--- src/rtl/tick_timer_pkg.sv ---
// Package: shared widths, register offsets and the byte-merge helper.
// Assumes a 32-bit bus word and a 64-bit time base split into two words.
package tick_timer_pkg;
    localparam int WORD_W  = 32;
    localparam int BE_W    = WORD_W / 8;
    localparam int TIME_W  = 2 * WORD_W;

    localparam logic [7:0] OFS_RUN    = 8'h00;
    localparam logic [7:0] OFS_ENABLE = 8'h04;
    localparam logic [7:0] OFS_STATUS = 8'h08;
    localparam logic [7:0] OFS_TEST   = 8'h0C;
    localparam logic [7:0] OFS_CFG    = 8'h10;
    localparam logic [7:0] OFS_TIME_L = 8'h14;
    localparam logic [7:0] OFS_TIME_H = 8'h18;
    localparam logic [7:0] OFS_CMP_L  = 8'h1C;
    localparam logic [7:0] OFS_CMP_H  = 8'h20;

    // Replace only the enabled bytes of old_w with those of new_w.
    function automatic logic [WORD_W-1:0] be_merge(input logic [WORD_W-1:0] old_w,
                                                   input logic [WORD_W-1:0] new_w,
                                                   input logic [BE_W-1:0]   be);
        logic [WORD_W-1:0] r;
        for (int b = 0; b < BE_W; b++) begin
            r[b*8 +: 8] = be[b] ? new_w[b*8 +: 8] : old_w[b*8 +: 8];
        end
        return r;
    endfunction
endpackage

--- src/rtl/tt_prescaler.sv ---
// Divider: emits a one-cycle tick every (limit+1) running clocks.
// Assumes restart has priority and that the count holds while stopped.
module tt_prescaler #(
    parameter int CNT_W = 12
) (
    input  logic             clk_i,
    input  logic             rst_ni,
    input  logic             run_i,
    input  logic             restart_i,
    input  logic [CNT_W-1:0] limit_i,
    output logic             tick_o
);
    logic [CNT_W-1:0] cnt_q;

    // Tick when the running count has reached the limit.
    assign tick_o = run_i && (cnt_q == limit_i);

    // Count running clocks, wrap on tick, restart on request.
    always_ff @(posedge clk_i) begin
        if (!rst_ni)         cnt_q <= '0;
        else if (restart_i)  cnt_q <= '0;
        else if (tick_o)     cnt_q <= '0;
        else if (run_i)      cnt_q <= cnt_q + 1'b1;
    end
endmodule

--- src/rtl/tt_counter.sv ---
// Time base: 64-bit counter that adds the step on each tick and accepts
// word writes with byte enables. Flags time >= compare.
// Assumes a software write wins over a tick in the same cycle.
module tt_counter
    import tick_timer_pkg::*;
#(
    parameter int STEP_W = 8
) (
    input  logic              clk_i,
    input  logic              rst_ni,
    input  logic              tick_i,
    input  logic [STEP_W-1:0] step_i,
    input  logic              wr_lo_i,
    input  logic              wr_hi_i,
    input  logic [WORD_W-1:0] wdata_i,
    input  logic [BE_W-1:0]   be_i,
    input  logic [TIME_W-1:0] cmp_i,
    output logic [TIME_W-1:0] time_o,
    output logic              expired_o
);
    logic [TIME_W-1:0] time_q;

    assign time_o    = time_q;
    assign expired_o = (time_q >= cmp_i);

    // Load from software or advance by the step on a tick.
    always_ff @(posedge clk_i) begin
        if (!rst_ni) begin
            time_q <= '0;
        end else if (wr_lo_i) begin
            time_q[WORD_W-1:0] <= be_merge(time_q[WORD_W-1:0], wdata_i, be_i);
        end else if (wr_hi_i) begin
            time_q[TIME_W-1:WORD_W] <= be_merge(time_q[TIME_W-1:WORD_W], wdata_i, be_i);
        end else if (tick_i) begin
            time_q <= time_q + TIME_W'(step_i);
        end
    end
endmodule

--- src/rtl/tt_csr.sv ---
// Register file: decodes the word bus, holds the run, enable, status,
// config and compare registers, and returns one response per request.
// Assumes one request per cycle and a response on the next cycle.
module tt_csr
    import tick_timer_pkg::*;
#(
    parameter int ADDR_W = 6,
    parameter int DIV_W  = 12,
    parameter int STEP_W = 8
) (
    input  logic              clk_i,
    input  logic              rst_ni,
    input  logic              req_valid_i,
    input  logic              req_write_i,
    input  logic [ADDR_W-1:0] req_addr_i,
    input  logic [WORD_W-1:0] req_wdata_i,
    input  logic [BE_W-1:0]   req_be_i,
    output logic              rsp_valid_o,
    output logic [WORD_W-1:0] rsp_rdata_o,
    output logic              rsp_err_o,
    input  logic [TIME_W-1:0] time_i,
    input  logic              expired_i,
    output logic              run_o,
    output logic              enable_o,
    output logic              status_o,
    output logic [DIV_W-1:0]  div_o,
    output logic [STEP_W-1:0] step_o,
    output logic [TIME_W-1:0] cmp_o,
    output logic              time_wr_lo_o,
    output logic              time_wr_hi_o
);
    localparam int STEP_LSB = 16;

    logic              run_q, enable_q, status_q;
    logic [WORD_W-1:0] cfg_q;
    logic [TIME_W-1:0] cmp_q;
    logic [7:0]        ofs;
    logic              hit_run, hit_en, hit_st, hit_test, hit_cfg;
    logic              hit_tl, hit_th, hit_cl, hit_ch, mapped;
    logic              wr, set_evt, clr_evt;
    logic [WORD_W-1:0] rd_word;

    // Widen the address to the offset width used by the map.
    assign ofs      = 8'(req_addr_i);
    assign hit_run  = (ofs == OFS_RUN);
    assign hit_en   = (ofs == OFS_ENABLE);
    assign hit_st   = (ofs == OFS_STATUS);
    assign hit_test = (ofs == OFS_TEST);
    assign hit_cfg  = (ofs == OFS_CFG);
    assign hit_tl   = (ofs == OFS_TIME_L);
    assign hit_th   = (ofs == OFS_TIME_H);
    assign hit_cl   = (ofs == OFS_CMP_L);
    assign hit_ch   = (ofs == OFS_CMP_H);
    assign mapped   = hit_run | hit_en | hit_st | hit_test | hit_cfg
                    | hit_tl | hit_th | hit_cl | hit_ch;
    assign wr       = req_valid_i && req_write_i && mapped;

    assign time_wr_lo_o = wr && hit_tl;
    assign time_wr_hi_o = wr && hit_th;

    assign set_evt = (run_q && expired_i) || (wr && hit_test && req_be_i[0] && req_wdata_i[0]);
    assign clr_evt = wr && hit_st && req_be_i[0] && req_wdata_i[0];

    assign run_o    = run_q;
    assign enable_o = enable_q;
    assign status_o = status_q;
    assign div_o    = cfg_q[DIV_W-1:0];
    assign step_o   = cfg_q[STEP_LSB +: STEP_W];
    assign cmp_o    = cmp_q;

    // Select the word returned for a read of the current address.
    always_comb begin
        rd_word = '0;
        if (hit_run) rd_word[0] = run_q;
        if (hit_en)  rd_word[0] = enable_q;
        if (hit_st)  rd_word[0] = status_q;
        if (hit_cfg) rd_word    = cfg_q;
        if (hit_tl)  rd_word    = time_i[WORD_W-1:0];
        if (hit_th)  rd_word    = time_i[TIME_W-1:WORD_W];
        if (hit_cl)  rd_word    = cmp_q[WORD_W-1:0];
        if (hit_ch)  rd_word    = cmp_q[TIME_W-1:WORD_W];
    end

    // Control, enable and config registers with byte-enable writes.
    always_ff @(posedge clk_i) begin
        if (!rst_ni) begin
            run_q    <= 1'b0;
            enable_q <= 1'b0;
            cfg_q    <= '0;
        end else if (wr) begin
            if (hit_run && req_be_i[0]) run_q    <= req_wdata_i[0];
            if (hit_en  && req_be_i[0]) enable_q <= req_wdata_i[0];
            if (hit_cfg) cfg_q <= be_merge(cfg_q, req_wdata_i, req_be_i)
                                  & {{(WORD_W-STEP_LSB-STEP_W){1'b0}}, {STEP_W{1'b1}},
                                     {(STEP_LSB-DIV_W){1'b0}}, {DIV_W{1'b1}}};
        end
    end

    // Compare value, reset to all ones so nothing expires by default.
    always_ff @(posedge clk_i) begin
        if (!rst_ni) begin
            cmp_q <= '1;
        end else if (wr && hit_cl) begin
            cmp_q[WORD_W-1:0] <= be_merge(cmp_q[WORD_W-1:0], req_wdata_i, req_be_i);
        end else if (wr && hit_ch) begin
            cmp_q[TIME_W-1:WORD_W] <= be_merge(cmp_q[TIME_W-1:WORD_W], req_wdata_i, req_be_i);
        end
    end

    // Sticky status: set wins over write-one-to-clear.
    always_ff @(posedge clk_i) begin
        if (!rst_ni)      status_q <= 1'b0;
        else if (set_evt) status_q <= 1'b1;
        else if (clr_evt) status_q <= 1'b0;
    end

    // One response per request, on the cycle after it.
    always_ff @(posedge clk_i) begin
        if (!rst_ni) begin
            rsp_valid_o <= 1'b0;
            rsp_rdata_o <= '0;
            rsp_err_o   <= 1'b0;
        end else begin
            rsp_valid_o <= req_valid_i;
            rsp_err_o   <= req_valid_i && !mapped;
            rsp_rdata_o <= (req_valid_i && !req_write_i && mapped) ? rd_word : '0;
        end
    end
endmodule

--- src/rtl/tick_timer.sv ---
// Top: prescaled 64-bit machine timer with a compare interrupt.
// Assumes a single hart and a single timer; irq_o is combinational from
// the status and enable registers.
module tick_timer
    import tick_timer_pkg::*;
#(
    parameter int ADDR_W = 6,
    parameter int DIV_W  = 12,
    parameter int STEP_W = 8
) (
    input  logic              clk_i,
    input  logic              rst_ni,
    input  logic              req_valid_i,
    input  logic              req_write_i,
    input  logic [ADDR_W-1:0] req_addr_i,
    input  logic [31:0]       req_wdata_i,
    input  logic [3:0]        req_be_i,
    output logic              rsp_valid_o,
    output logic [31:0]       rsp_rdata_o,
    output logic              rsp_err_o,
    output logic              irq_o
);
    logic              run_w, enable_w, status_w, tick_w, expired_w;
    logic              time_wr_lo_w, time_wr_hi_w, time_wr_w;
    logic [DIV_W-1:0]  div_w;
    logic [STEP_W-1:0] step_w;
    logic [TIME_W-1:0] time_w, cmp_w;

    assign time_wr_w = time_wr_lo_w | time_wr_hi_w;
    assign irq_o     = status_w & enable_w;

    tt_csr #(.ADDR_W(ADDR_W), .DIV_W(DIV_W), .STEP_W(STEP_W)) u_csr (
        .clk_i, .rst_ni, .req_valid_i, .req_write_i, .req_addr_i,
        .req_wdata_i, .req_be_i, .rsp_valid_o, .rsp_rdata_o, .rsp_err_o,
        .time_i(time_w), .expired_i(expired_w), .run_o(run_w),
        .enable_o(enable_w), .status_o(status_w), .div_o(div_w),
        .step_o(step_w), .cmp_o(cmp_w),
        .time_wr_lo_o(time_wr_lo_w), .time_wr_hi_o(time_wr_hi_w)
    );

    tt_prescaler #(.CNT_W(DIV_W)) u_div (
        .clk_i, .rst_ni, .run_i(run_w), .restart_i(time_wr_w),
        .limit_i(div_w), .tick_o(tick_w)
    );

    tt_counter #(.STEP_W(STEP_W)) u_cnt (
        .clk_i, .rst_ni, .tick_i(tick_w), .step_i(step_w),
        .wr_lo_i(time_wr_lo_w), .wr_hi_i(time_wr_hi_w),
        .wdata_i(req_wdata_i), .be_i(req_be_i), .cmp_i(cmp_w),
        .time_o(time_w), .expired_o(expired_w)
    );
endmodule

--- config.mk ---
export PLATFORM = sky130hd
export DESIGN_NAME = tick_timer
export DESIGN_NICKNAME = d
export VERILOG_FILES = /design/src/rtl/tick_timer_pkg.sv /design/src/rtl/tt_prescaler.sv /design/src/rtl/tt_counter.sv /design/src/rtl/tt_csr.sv /design/src/rtl/tick_timer.sv
export SDC_FILE = /design/constraint.sdc
export NUM_CORES = 1
export LEC_CHECK = 0
export BUFFER_PORTS_ARGS = -buffer_cell sky130_fd_sc_hd__buf_4
export CORE_AREA = 2 2 149 151
export CTS_CLUSTER_SIZE = 8
export DETAILED_ROUTE_END_ITERATION = 12
export DIE_AREA = 0 0 151 153
export GPL_ROUTABILITY_DRIVEN = 0
export PLACE_DENSITY = 0.73
export SYNTH_ARGS = -nofsm -noshare
export SYNTH_HDL_FRONTEND = slang
export SYNTH_SLANG_ARGS = --single-unit
--- constraint.sdc ---
create_clock -name clk_i -period 5.9 [get_ports clk_i]
set_input_delay 0.295 -clock clk_i [delete_from_list [all_inputs] [get_ports clk_i]]
set_output_delay 0.295 -clock clk_i [all_outputs]
set_load 0.03 [all_outputs]
-- Word-level counts from Yosys, hierarchy flattened
Index checks and enable logic that the tools add are counted.
- word-level logic and storage cells: 127
- output and inout port bits: 35
- input bits: 46
- bits in registers: 197
- muxes and demuxes: 18
- bitwise gates (word level): 13
- equality and inequality tests: 18
- $lt $le $gt $ge: 1
- add/subtract/negate cells: 2
- reductions and logical operators: 49
- operators by type and width (kind ; count):
    32-bit 2-to-1 mux ; 7
    64-bit by 8-bit adder with 64-bit output ; 1
    64-bit greater-or-equal comparator ; 1
    64-bit 2-to-1 mux ; 1
    3-bit AND reduction ; 15
    8-bit 2-to-1 mux ; 4
    6-bit by 5-bit equality test with 1-bit output (second input constant) ; 4
    24-bit 2-to-1 mux ; 1
    1-bit logical AND ; 19
    2-bit inequality test (second input constant) ; 9
    2-bit AND reduction ; 7
    12-bit by 1-bit adder with 12-bit output (second input constant) ; 1
    12-bit equality test ; 1
    6-bit by 4-bit equality test with 1-bit output (second input constant) ; 2
    1-bit bitwise OR ; 9
    8-bit logical NOT ; 1
    6-bit by 3-bit equality test with 1-bit output (second input constant) ; 1
    6-bit equality test (second input constant) ; 1
    2-bit nonzero test ; 3
    1-bit 2-to-1 mux ; 5
    1-bit NOT ; 3
    3-bit OR reduction ; 1
    1-bit logical NOT ; 2
    1-bit bitwise AND ; 1
    1-bit logical OR ; 1

-- Logic depth before layout (Yosys ltp)
Gate-level depths: netlist of run 1.
- word-level depth: 15
- gate-level depth with buffers: 10

-- By module
Synthesis of run 1 repeated with hierarchy kept, for this count alone.
- cells, all modules: 1494
- area, all modules: 11893.9 sq um
- modules (own cells, without submodules) (module ; times used ; area an instance (sq um) ; cells each):
    tt_counter ; 1 ; 6175.9 ; 844
    tt_csr ; 1 ; 5002.3 ; 571
    tt_prescaler ; 1 ; 703.2 ; 77
    tick_timer ; 1 ; 12.5 ; 2

-- Least setup slack after synthesis of run 1
OpenSTA, ideal clock, no wires.
- kind: reg-to-reg
- start: register u_cnt.time_q[0] (netlist: u_cnt.time_o[0])
- end: register u_cnt.time_q[44] (netlist: u_cnt.time_o[44])
- buffers on the path: 0
- required time: 5.784 ns
- arrival: 2.300 ns
- stages on the path, launching flop included: 10
- period minus slack after synthesis: 2.416 ns
- path slack: 3.484 ns
- cell sequence: dfxtp_1 ha_1 inv_1 fa_1 nor2b_1 o31a_1 o2111ai_1 or4_1 o22a_1 o211a_1
- word-level cells in the longest chain between the ends: 3
- ends and longest elaborated chain (what ; RTL line ; RTL):
    start: declaration ; tt_counter.sv:21 ; logic [TIME_W-1:0] time_q;
    start signal: indexed assignment ; tt_counter.sv:31 ; time_q[WORD_W-1:0] <= be_merge(time_q[WORD_W-1:0], wdata_i, be_i);
    start signal: indexed assignment ; tt_counter.sv:33 ; time_q[TIME_W-1:WORD_W] <= be_merge(time_q[TIME_W-1:WORD_W], wdata_i, be_i);
    start signal: assignment ; tt_counter.sv:35 ; time_q <= time_q + TIME_W'(step_i);
    64-bit by 8-bit adder with 64-bit output ; tt_counter.sv:35 ;
    64-bit 2-to-1 mux ; tt_counter.sv:34 ; end else if (tick_i) begin
    32-bit 2-to-1 mux ; tt_counter.sv:32 ; end else if (wr_hi_i) begin
Every way passes these cells. The select of a mux whose other input is x is not followed.
A chain may end at the register's enable or synchronous reset.

-- Final worst setup path of run 1
- start: register u_csr.cfg_q[16]
- end: register u_cnt.time_q[56] (netlist: u_cnt.time_o[56])
- word-level cells in the longest chain between the ends: 3
- ends and longest elaborated chain (what ; RTL line ; RTL):
    start: declaration ; tt_csr.sv:35 ; logic [WORD_W-1:0] cfg_q;
    start signal: assignment ; tt_csr.sv:93 ; if (hit_cfg) cfg_q <= be_merge(cfg_q, req_wdata_i, req_be_i)
    64-bit by 8-bit adder with 64-bit output ; tt_counter.sv:35 ;
    64-bit 2-to-1 mux ; tt_counter.sv:34 ;
    32-bit 2-to-1 mux ; tt_counter.sv:32 ;
Every way passes these cells. The select of a mux whose other input is x is not followed.

==> results.json, run 1 <==
{
  "status": "completed",
  "min_period_ns": 3.099,
  "cts_buffer_depth": 2,
  "p_total_mw": 2.703,
  "core_mm2": 0.02149,
  "hold_path_end": "u_csr.rsp_valid_o$_SDFF_PN0_",
  "seqPwrFrac_pct": 49.4,
  "multi_input_area_mm2": 0.007022,
  "ys_ff_latch": 197,
  "wl_per_cell_um": 22.15,
  "maxCapViolCount": 0,
  "placed_area_mm2": 0.01234,
  "fin_worst_skew_ns": 0.01041,
  "finalSetupViolCount": 0,
  "switchingPower_mw": 0.6478,
  "holdPathStages": 3,
  "grt_pass1_wl_mm": 59.73,
  "rows": 54,
  "grt.busiest_layer": "met2",
  "reg2reg_to": "u_cnt.time_o[56]$_SDFFE_PN0P_",
  "slowest_stage": "o2111a_1",
  "critPathMaxFanout": 14,
  "relSlewSlack_pct": 29.03,
  "antennaDiodeCount": 0,
  "dp.final_hpwl_mm": 26.96,
  "cts_resized": 0,
  "synth_compound_area_share_pct": 25.57,
  "met3_usage_pct": 5.582,
  "synth-adder-area-share_pct": 8.024,
  "synthesis.area_mm2": 0.01163,
  "synthFlopType": "dfxtp_1",
  "drive_above_1_share_pct": 11.40,
  "area_growth_pct": 11.36,
  "path_delay_family": "compound AO/OA/AOI/OAI gates",
  "cp.required_ns": 6.24,
  "r2r_cells": 9,
  "critPathKind": "reg -> reg",
  "routed_via_density": 6.777,
  "yosysWarningCount": 0,
  "synthCells": 1416,
  "finalMaxSlewViolations": 0,
  "initial_core_util_pct": 54.14,
  "fin_crit_sh_pct": 52.52,
  "synth-edff-count": 0,
  "cts.sinks": 197,
  "min_path_type": "in -> reg",
  "first_iter_violations": 1396,
  "power.leakage_nw": 5.522,
  "grt_start_max_net_pins": 91,
  "dp_cells": 1697,
  "clkPwrFrac_pct": 46.2,
  "synth_fp_nets": 1536,
  "end_kind": "register",
  "synth.mux.area_fraction_pct": 3.410,
  "grt_use_met1_pct": 44.41,
  "track_usage_pct": 32.89,
  "routed_wl_mm": 38.27,
  "hold_viol": 0,
  "arrival_ns": 3.44,
  "drt_drc_violations_left": 0,
  "ff_latch_area_mm2": 0.003944,
  "use_met2_pct": 51.75,
  "vdd_drop_max_uv": 176.9,
  "timing.rr.start": "u_csr.cfg_q[16]$_SDFFE_PN0P_",
  "postCtsSetupRepairBufs": 0,
  "gr-total-overflow": 0,
  "worstMarginPinSlew_ns": 1.065,
  "syn_area_per_cell_um2": 8.215,
  "worstHoldStart": "req_valid_i",
  "synth_top_family_by_area": "compound AO/OA/AOI/OAI gates",
  "layout_common_cells": "dfxtp_1 (197), nand2_1 (155), a21oi_1 (98), buf_4 (95), nor2_1 (94)",
  "antenna_found_initial": 0,
  "p_per_area_mw_per_mm2": 208.7,
  "stdcell_area_mm2": 0.01295,
  "grt_pass1_vias": 10700,
  "finalNetCount": 1556,
  "max_stage_delay_ns": 0.65,
  "holdWs_ns": 0.08392,
  "die-area_mm2": 0.02310,
  "die_h_um": 153,
  "h-tree-depth": 4,
  "cts_buffers": 17,
  "final_common_cell": "dfxtp_1",
  "first_pass_iters": 7,
  "cts_tree": "yes",
  "die_w_um": 151,
  "r2r_slack_ns": 2.80,
  "io_pins": 81,
  "timing.fmax_mhz": 322.7,
  "cp_cell_sequence": "ha_1 > inv_1 > fa_1 > nor2b_1 > o31a_1 > o2111a_1 > and3_1 > o21ai_0 > a32o_1",
  "dr_total_vias": 11710,
  "fin_setup_tns_ns": 0,
  "port_buffers": 80,
  "worst-path-buf-inv": 1,
  "rsz0062_at_grt": "no",
  "synth_xor_area_share_pct": 2.151,
  "yosys.area_share.simple_pct": 21.00,
  "clk_pin_slew_ns": 0.08,
  "crit_path_start_kind": "register",
  "switching_share_pct": 23.96,
  "synth-seq-area-share_pct": 33.90,
  "cts-root-buf": "clkbuf_16",
  "p_int_mw": 2.056,
  "n_fill_cell": 1947,
  "async_flop_share_pct": 0,
  "antenna_left": 0,
  "synth_cell_types": 83,
  "clk_latency_ns": 0.44,
  "power.share.combinational_pct": 4.4,
  "hold_buffers": 0,
  "stdcell_count": 1728
}
## how the worst max path moves through the flow
stage / start / cells after the start / slack, ns / end
final: u_csr.cfg_q[16]$_SDFFE_PN0P_ / 9 / 2.80 / u_cnt.time_o[56]$_SDFFE_PN0P_
after global routing: u_div.cnt_q[0]$_SDFFE_PP0P_ / 6 / 2.66 / u_cnt.time_o[0]$_SDFFE_PN0P_
after CTS: u_cnt.time_o[0]$_SDFFE_PN0P_ / 9 / 2.89 / u_cnt.time_o[56]$_SDFFE_PN0P_
after detailed placement: req_addr_i[1] / 9 / 2.64 / u_cnt.time_o[15]$_SDFFE_PN0P_
after global placement: req_addr_i[1] / 9 / 2.71 / u_cnt.time_o[15]$_SDFFE_PN0P_
after floorplan: u_cnt.time_o[0]$_SDFFE_PN0P_ / 9 / 3.48 / u_cnt.time_o[44]$_SDFFE_PN0P_
## metal layers
metal / share of wire [%] / routed length, um / vias up
li1: - / - / 5350
met1: 41 / 15820 / 5530
met2: 45 / 17270 / 690
met3: 9.1 / 3485 / 140
met4: 4.4 / 1698 / 0
met5: 0 / 0 / -
## cells by family (layout without fill, tap and decap cells)
| family | count (synthesis) | in the layout |
|---|---|---|
| xor gates and xnor gates | 26 | 26 |
| DFF | 197 | 197 |
| and+or+nand+nor | 482 | 482 |
| buffers and inverters | 178 | 210 |
| muxes | 39 | 39 |
| adders and majority gates | 74 | 74 |
| AOI/OAI and AO/OA | 420 | 420 |
## Yosys cell counts, types with 4 or more instances
cell / n / area, um^2
buf_2: 12 / 60.06
a22oi_1: 48 / 360.4
nand2_1: 155 / 581.8
nand4_1: 43 / 269.0
o211a_1: 6 / 60.06
o21a_1: 5 / 37.54
mux2i_1: 37 / 370.4
nor2_1: 96 / 360.4
buf_1: 6 / 22.52
or3_1: 7 / 43.79
o2bb2ai_1: 4 / 35.03
clkbuf_1: 74 / 277.8
nand2b_1: 7 / 43.79
nand4b_1: 4 / 35.03
xor2_1: 10 / 87.58
o211ai_1: 61 / 457.9
a222oi_1: 19 / 190.2
or4_1: 11 / 82.58
a21oi_1: 98 / 490.5
nor3_1: 23 / 115.1
dfxtp_1: 197 / 3944
a221oi_1: 6 / 52.55
nand3_1: 35 / 175.2
and4_1: 15 / 131.4
a21o_1: 15 / 112.6
ha_1: 73 / 913.4
and2_1: 20 / 125.1
nor4_1: 14 / 87.58
a31oi_1: 19 / 118.9
o32ai_1: 4 / 35.03
xnor2_1: 13 / 113.9
o31a_1: 8 / 70.07
o221a_2: 12 / 135.1
and3_1: 29 / 181.4
o311ai_0: 5 / 43.79
nor2b_1: 7 / 43.79
o31ai_1: 8 / 60.06
o21ai_0: 40 / 200.2
o22ai_1: 9 / 56.30
a211oi_1: 11 / 82.58
inv_1: 83 / 311.6
## registers in the layout, indices dropped and copies added (netlist names)
name / cells
u_csr.rsp_valid_o: 1
u_csr.status_o: 1
u_csr.enable_o: 1
u_csr.rsp_err_o: 1
u_cnt.time_o: 64
u_csr.run_o: 1
u_csr.rsp_rdata_o: 32
u_div.cnt_q: 12
u_csr.cmp_o: 64
u_csr.cfg_q: 20
## power by group through the flow
stage | Sequential (mW) | Clock (mW) | Combinational, mW
final | 1.34 | 1.25 | 0.119
after floorplan | 1.37 | 0 | 0.0483
after CTS | 1.34 | 1.25 | 0.116
after global routing | 1.34 | 1.31 | 0.125
after detailed placement | 1.37 | 0 | 0.115
after global placement | 1.37 | 0 | 0.114
## tightest hold or removal path: stages
cell and delay (ns):
buf_4 0.09, nand2_1 0.05, inv_1 0.06
## layout make-up
type                            instances  area share [%]
Multi-Input combinational cell       1041           54.21
Sequential cell                       197           30.45
Timing Repair Buffer                   95           5.506
Clock buffer                           18           3.390
Tap cell                              280           2.705
Inverter                               84           2.434
Clock inverter                         13           1.314
## stage by stage
| step | util, % | setup WS (ns) |
|---|---|---|
| detailed placement | 57.45 | 2.642 |
| finish | 60.29 | 2.801 |
| floorplan | - | 3.484 |
| CTS | 60.29 | 2.888 |
| global placement | 57.45 | 2.714 |
| global route | 60.29 | 2.658 |
No activity file was read; power rests on OpenSTA's default activity.
==> run 2: changes to the inputs <==
clock period = 2.9 ns   (was 5.9 ns; I/O delays follow)
==> results.json, run 2 (synthesized netlist as in run 1, its figures left out) <==
{
  "cts.sinks": 197,
  "dp.final_hpwl_mm": 29.58,
  "die-area_mm2": 0.02310,
  "grt_pass1_wl_mm": 63.48,
  "slowest_stage": "nor4_2",
  "finalNetCount": 1660,
  "cp_cell_sequence": "xnor2_1 > nand4_1 > nor4_2 > buf_4 > nand2_1 > or4_1 > o211ai_1",
  "r2r_cells": 7,
  "status": "completed",
  "cts_buffers": 17,
  "min_period_ns": 2.840,
  "drive_above_1_share_pct": 16.03,
  "hold_viol": 0,
  "rsz0062_at_grt": "no",
  "layout_common_cells": "dfxtp_1 (196), buf_4 (176), nand2_1 (155), a21oi_1 (98), nor2_1 (93)",
  "ff_latch_area_mm2": 0.003945,
  "vdd_drop_max_uv": 360.3,
  "first_pass_iters": 6,
  "min_path_type": "in -> reg",
  "fin_worst_skew_ns": 0.01478,
  "routed_wl_mm": 40.50,
  "timing.fmax_mhz": 352.1,
  "clk_pin_slew_ns": 0.07,
  "relSlewSlack_pct": 29.77,
  "n_fill_cell": 1877,
  "grt_start_max_net_pins": 53,
  "routed_via_density": 6.626,
  "drt_drc_violations_left": 0,
  "antenna_found_initial": 0,
  "io_pins": 81,
  "h-tree-depth": 4,
  "clk_latency_ns": 0.45,
  "arrival_ns": 3.20,
  "crit_path_start_kind": "register",
  "rows": 54,
  "dr_total_vias": 12150,
  "antennaDiodeCount": 0,
  "path_delay_family": "simple AND/OR/NAND/NOR gates",
  "p_per_area_mw_per_mm2": 405.4,
  "wl_per_cell_um": 22.09,
  "cts_buffer_depth": 2,
  "fin_setup_tns_ns": 0,
  "die_w_um": 151,
  "cp.required_ns": 3.26,
  "power.leakage_nw": 6.044,
  "worst-path-stages": 7,
  "gr-total-overflow": 0,
  "core_mm2": 0.02149,
  "initial_core_util_pct": 54.14,
  "final_util_pct": 64.29,
  "final_common_cell": "dfxtp_1",
  "antenna_left": 0,
  "end_kind": "register",
  "multi_input_area_mm2": 0.007020,
  "maxCapViolCount": 0,
  "cts_tree": "yes",
  "die_h_um": 153,
  "port_buffers": 80,
  "track_usage_pct": 35.21,
  "grt_pass1_vias": 11440,
  "critPathMaxFanout": 6,
  "max_stage_delay_ns": 0.91,
  "stdcell_area_mm2": 0.01381,
  "holdPathStages": 3,
  "area_growth_pct": 18.75,
  "worst-path-buf-inv": 1,
  "finalMaxSlewViolations": 0,
  "fin_crit_sh_pct": 97.95,
  "finalSetupViolCount": 0,
  "first_iter_violations": 1410,
  "cts-root-buf": "clkbuf_16",
  "critPathKind": "reg -> reg",
  "worstMarginPinSlew_ns": 1.045,
  "placed_area_mm2": 0.01292
}
-- run 2: worst paths after layout --
| kind | slack, ns | startpoint | endpoint |
|---|---|---|---|
| worst max-delay path | 0.06 | u_csr.cfg_q[10]$_SDFFE_PN0P_ | u_cnt.time_o[27]$_SDFFE_PN0P_ |
| worst max register to register | 0.06 | u_csr.cfg_q[10]$_SDFFE_PN0P_ | u_cnt.time_o[27]$_SDFFE_PN0P_ |
| worst min-delay path | 0.005 | req_wdata_i[9] | u_csr.cmp_o[41]$_SDFFE_PN1P_ |
| worst min register to register | 0.51 | u_csr.cmp_o[38]$_SDFFE_PN1P_ | u_csr.cmp_o[38]$_SDFFE_PN1P_ |
-- run 2: layout make-up --
class / instances / area share [%]
clock inverters: 12 / 1.259
clock buffers: 20 / 3.306
well taps: 280 / 2.536
repair buffers: 199 / 11.23
inverters: 84 / 2.283
flip-flops and latches: 197 / 28.56
multi-input cells: 1041 / 50.82
-- run 2: worst register-to-register path: cells and delay by family, from the launching register on --
kind	cells	cell delay [ns]
compound gates	1	0.09
xor+xnor	1	0.25
buf+inv	1	0.27
flops	1	0.34
simple gates	4	1.80
-- run 2: what timing repair did --
action	CTS	global route
resized for setup	0	3
hold buffers	23	0
endpoints found under the hold margin	42	0
setup buffers	0	3
setup endpoints to repair	0	16
-- run 2: per-layer routing --
metal	wire (um)	share of wire [%]	track usage (%)
met1	16220	40	46.74
met2	17960	44	54.33
met3	3984	9.8	6.239
met4	2338	5.8	18.78
met5	0	0	0
-- run 2: power breakdown --
| group | internal (mW) | leakage, nW | switching, mW |
|---|---|---|---|
| logic | 0.105 | 4.14 | 0.178 |
| registers | 2.71 | 1.59 | 0.00701 |
| clock network | 1.49 | 0.311 | 1.11 |
-- run 2: per-stage QoR --
step	hold WS (ns)	setup slack [ns]	power [mW]	cells
6_report	0.004874	0.05954	5.599	1833
5_1_grt	0.01587	0.009799	5.714	1833
4_1_cts	0.0008374	0.09389	5.595	1830
2_1_floorplan	0.2608	0.4842	2.879	1416
3_5_place_dp	0.3773	0.1239	3.027	1775
3_3_place_gp	0.3703	0.1797	3.027	1775
==> run 3: changes to the inputs <==
clock period = 3 ns   (was 2.9 ns; I/O delays follow)
==> results.json, run 3 (synthesized netlist as in run 1, its figures left out) <==
{
  "finalSetupViolCount": 0,
  "cts.sinks": 197,
  "clk_latency_ns": 0.46,
  "min_path_type": "in -> reg",
  "end_kind": "register",
  "r2r_cells": 9,
  "cts-root-buf": "clkbuf_16",
  "antennaDiodeCount": 0,
  "hold_path_end": "u_csr.cmp_o[35]$_SDFFE_PN1P_",
  "arrival_ns": 3.20,
  "critPathKind": "reg -> reg",
  "stdcell_count": 1808,
  "initial_core_util_pct": 54.14,
  "holdPathStages": 3,
  "first_pass_iters": 6,
  "dp.final_hpwl_mm": 28.69,
  "cts_resized": 0,
  "finalMaxSlewViolations": 0,
  "area_growth_pct": 16.95,
  "worstMarginPinSlew_ns": 0.9068,
  "vdd_drop_max_uv": 306.9,
  "dr_total_vias": 12010,
  "p_int_mw": 3.827,
  "finalNetCount": 1635,
  "status": "completed",
  "clk_pin_slew_ns": 0.07,
  "final_common_cell": "dfxtp_1",
  "power.share.combinational_pct": 5.3,
  "gr-total-overflow": 0,
  "h-tree-depth": 4,
  "worstHoldStart": "req_wdata_i[3]",
  "core_mm2": 0.02149,
  "rows": 54,
  "n_fill_cell": 1900,
  "timing.rr.start": "u_csr.cfg_q[16]$_SDFFE_PN0P_",
  "fin_setup_tns_ns": 0,
  "first_iter_violations": 1687,
  "drt_drc_violations_left": 0,
  "layout_common_cells": "dfxtp_1 (197), nand2_1 (155), buf_4 (143), a21oi_1 (98), nor2_1 (94)",
  "port_buffers": 80,
  "die_w_um": 151,
  "die-area_mm2": 0.02310,
  "cp.required_ns": 3.34,
  "r2r_slack_ns": 0.14,
  "use_met2_pct": 54.33,
  "p_per_area_mw_per_mm2": 381.2,
  "io_pins": 81,
  "track_usage_pct": 34.75,
  "met3_usage_pct": 6.358,
  "power.leakage_nw": 5.889,
  "routed_wl_mm": 40.00,
  "antenna_found_initial": 0,
  "rsz0062_at_grt": "yes",
  "switchingPower_mw": 1.359,
  "grt.busiest_layer": "met2",
  "die_h_um": 153,
  "clkPwrFrac_pct": 44.1,
  "critPathMaxFanout": 7,
  "fin_worst_skew_ns": 0.01292,
  "dp_cells": 1748,
  "cts_buffer_depth": 2,
  "crit_path_start_kind": "register",
  "grt_pass1_wl_mm": 62.77,
  "setup_slack_ns": 0.1437,
  "routed_via_density": 6.643,
  "drive_above_1_share_pct": 14.20,
  "antenna_left": 0,
  "grt_start_max_net_pins": 111,
  "min_period_ns": 2.856,
  "multi_input_area_mm2": 0.007017,
  "seqPwrFrac_pct": 50.6,
  "grt_use_met1_pct": 46.43,
  "timing.fmax_mhz": 350.1,
  "reg2reg_to": "u_cnt.time_o[20]$_SDFFE_PN0P_",
  "fin_crit_sh_pct": 95.21,
  "cts_buffers": 17,
  "hold_viol": 0,
  "grt_pass1_vias": 11330,
  "ff_latch_area_mm2": 0.003944,
  "switching_share_pct": 26.20,
  "maxCapViolCount": 0,
  "wl_per_cell_um": 22.13,
  "cts_tree": "yes",
  "dp_slack_ns": 0.2107,
  "relSlewSlack_pct": 38.70
}
run 3: cell count changes in the layout (fill, tap and decap cells not counted), moves of 2 or more:
cell	before	now
clkbuf_8	2	0
inv_6	2	5
inv_8	0	4
bufinv_16	4	0
clkinv_2	4	2
buf_4	176	143
dlygate4sd3_1	23	28
buf_12	0	3
run 3: routing by layer:
| metal | vias up | wire length (um) |
|---|---|---|
| met1 | 5626 | 16080 |
| met3 | 160 | 4091 |
| met5 | - | 0 |
| met2 | 721 | 17700 |
| li1 | 5503 | - |
| met4 | 0 | 2128 |
run 3: critical path, stage by stage (launching register included):
cell      delay, ns
dfxtp_1        0.44
ha_1           0.21
inv_1          0.05
fa_1           0.37
nor2b_1        0.17
o31a_1         0.31
o211ai_1       0.30
nor2_1         0.45
a31oi_1        0.15
o221a_2        0.30
run 3: timing repair:
action / in CTS / in global routing
setup endpoints to repair: 0 / 1
hold buffers: 28 / 0
buffers inserted: 0 / 0
hold endpoints to repair: 52 / 0
run 3: cell type report:
class                      instances  area share, %
multi-input combinational       1041          51.58
sequential                       197          28.99
timing repair buffer             174          10.39
clock buffer                      17          3.127
tap                              280          2.575
inverter                          84          2.318
clock inverter                    15          1.021
run 3: per-stage QoR:
stage          cell area, um^2  util, %  total power, mW  hold WS (ns)
2_1_floorplan            11630        -            2.783        0.2658
3_3_place_gp             12760    59.39            2.920        0.3800
3_5_place_dp             12760    59.39            2.922        0.3833
4_1_cts                  13600    63.32            5.175      0.004751
5_1_grt                  13600    63.32            5.301      0.004440
6_report                 13600    63.32            5.186      0.004261
run 3: power groups by stage:
| stage | clock network (mW) | logic (mW) | registers [mW] |
|---|---|---|---|
| after floorplan | 0 | 0.0951 | 2.69 |
| after global placement | 0 | 0.233 | 2.69 |
| after detailed placement | 0 | 0.235 | 2.69 |
| after CTS | 2.29 | 0.265 | 2.62 |
| after global routing | 2.39 | 0.286 | 2.63 |
| final | 2.29 | 0.272 | 2.62 |
run 3: how the worst max path moves through the flow:
stage	end	depth (start not counted)	start
after floorplan	u_cnt.time_o[44]$_SDFFE_PN0P_	9	u_cnt.time_o[0]$_SDFFE_PN0P_
after global placement	u_cnt.time_o[52]$_SDFFE_PN0P_	9	u_csr.cfg_q[16]$_SDFFE_PN0P_
after detailed placement	u_cnt.time_o[52]$_SDFFE_PN0P_	9	u_csr.cfg_q[16]$_SDFFE_PN0P_
after CTS	u_cnt.time_o[52]$_SDFFE_PN0P_	9	u_csr.cfg_q[16]$_SDFFE_PN0P_
after global routing	u_cnt.time_o[62]$_SDFFE_PN0P_	9	u_csr.cfg_q[16]$_SDFFE_PN0P_
final	u_cnt.time_o[20]$_SDFFE_PN0P_	9	u_csr.cfg_q[16]$_SDFFE_PN0P_
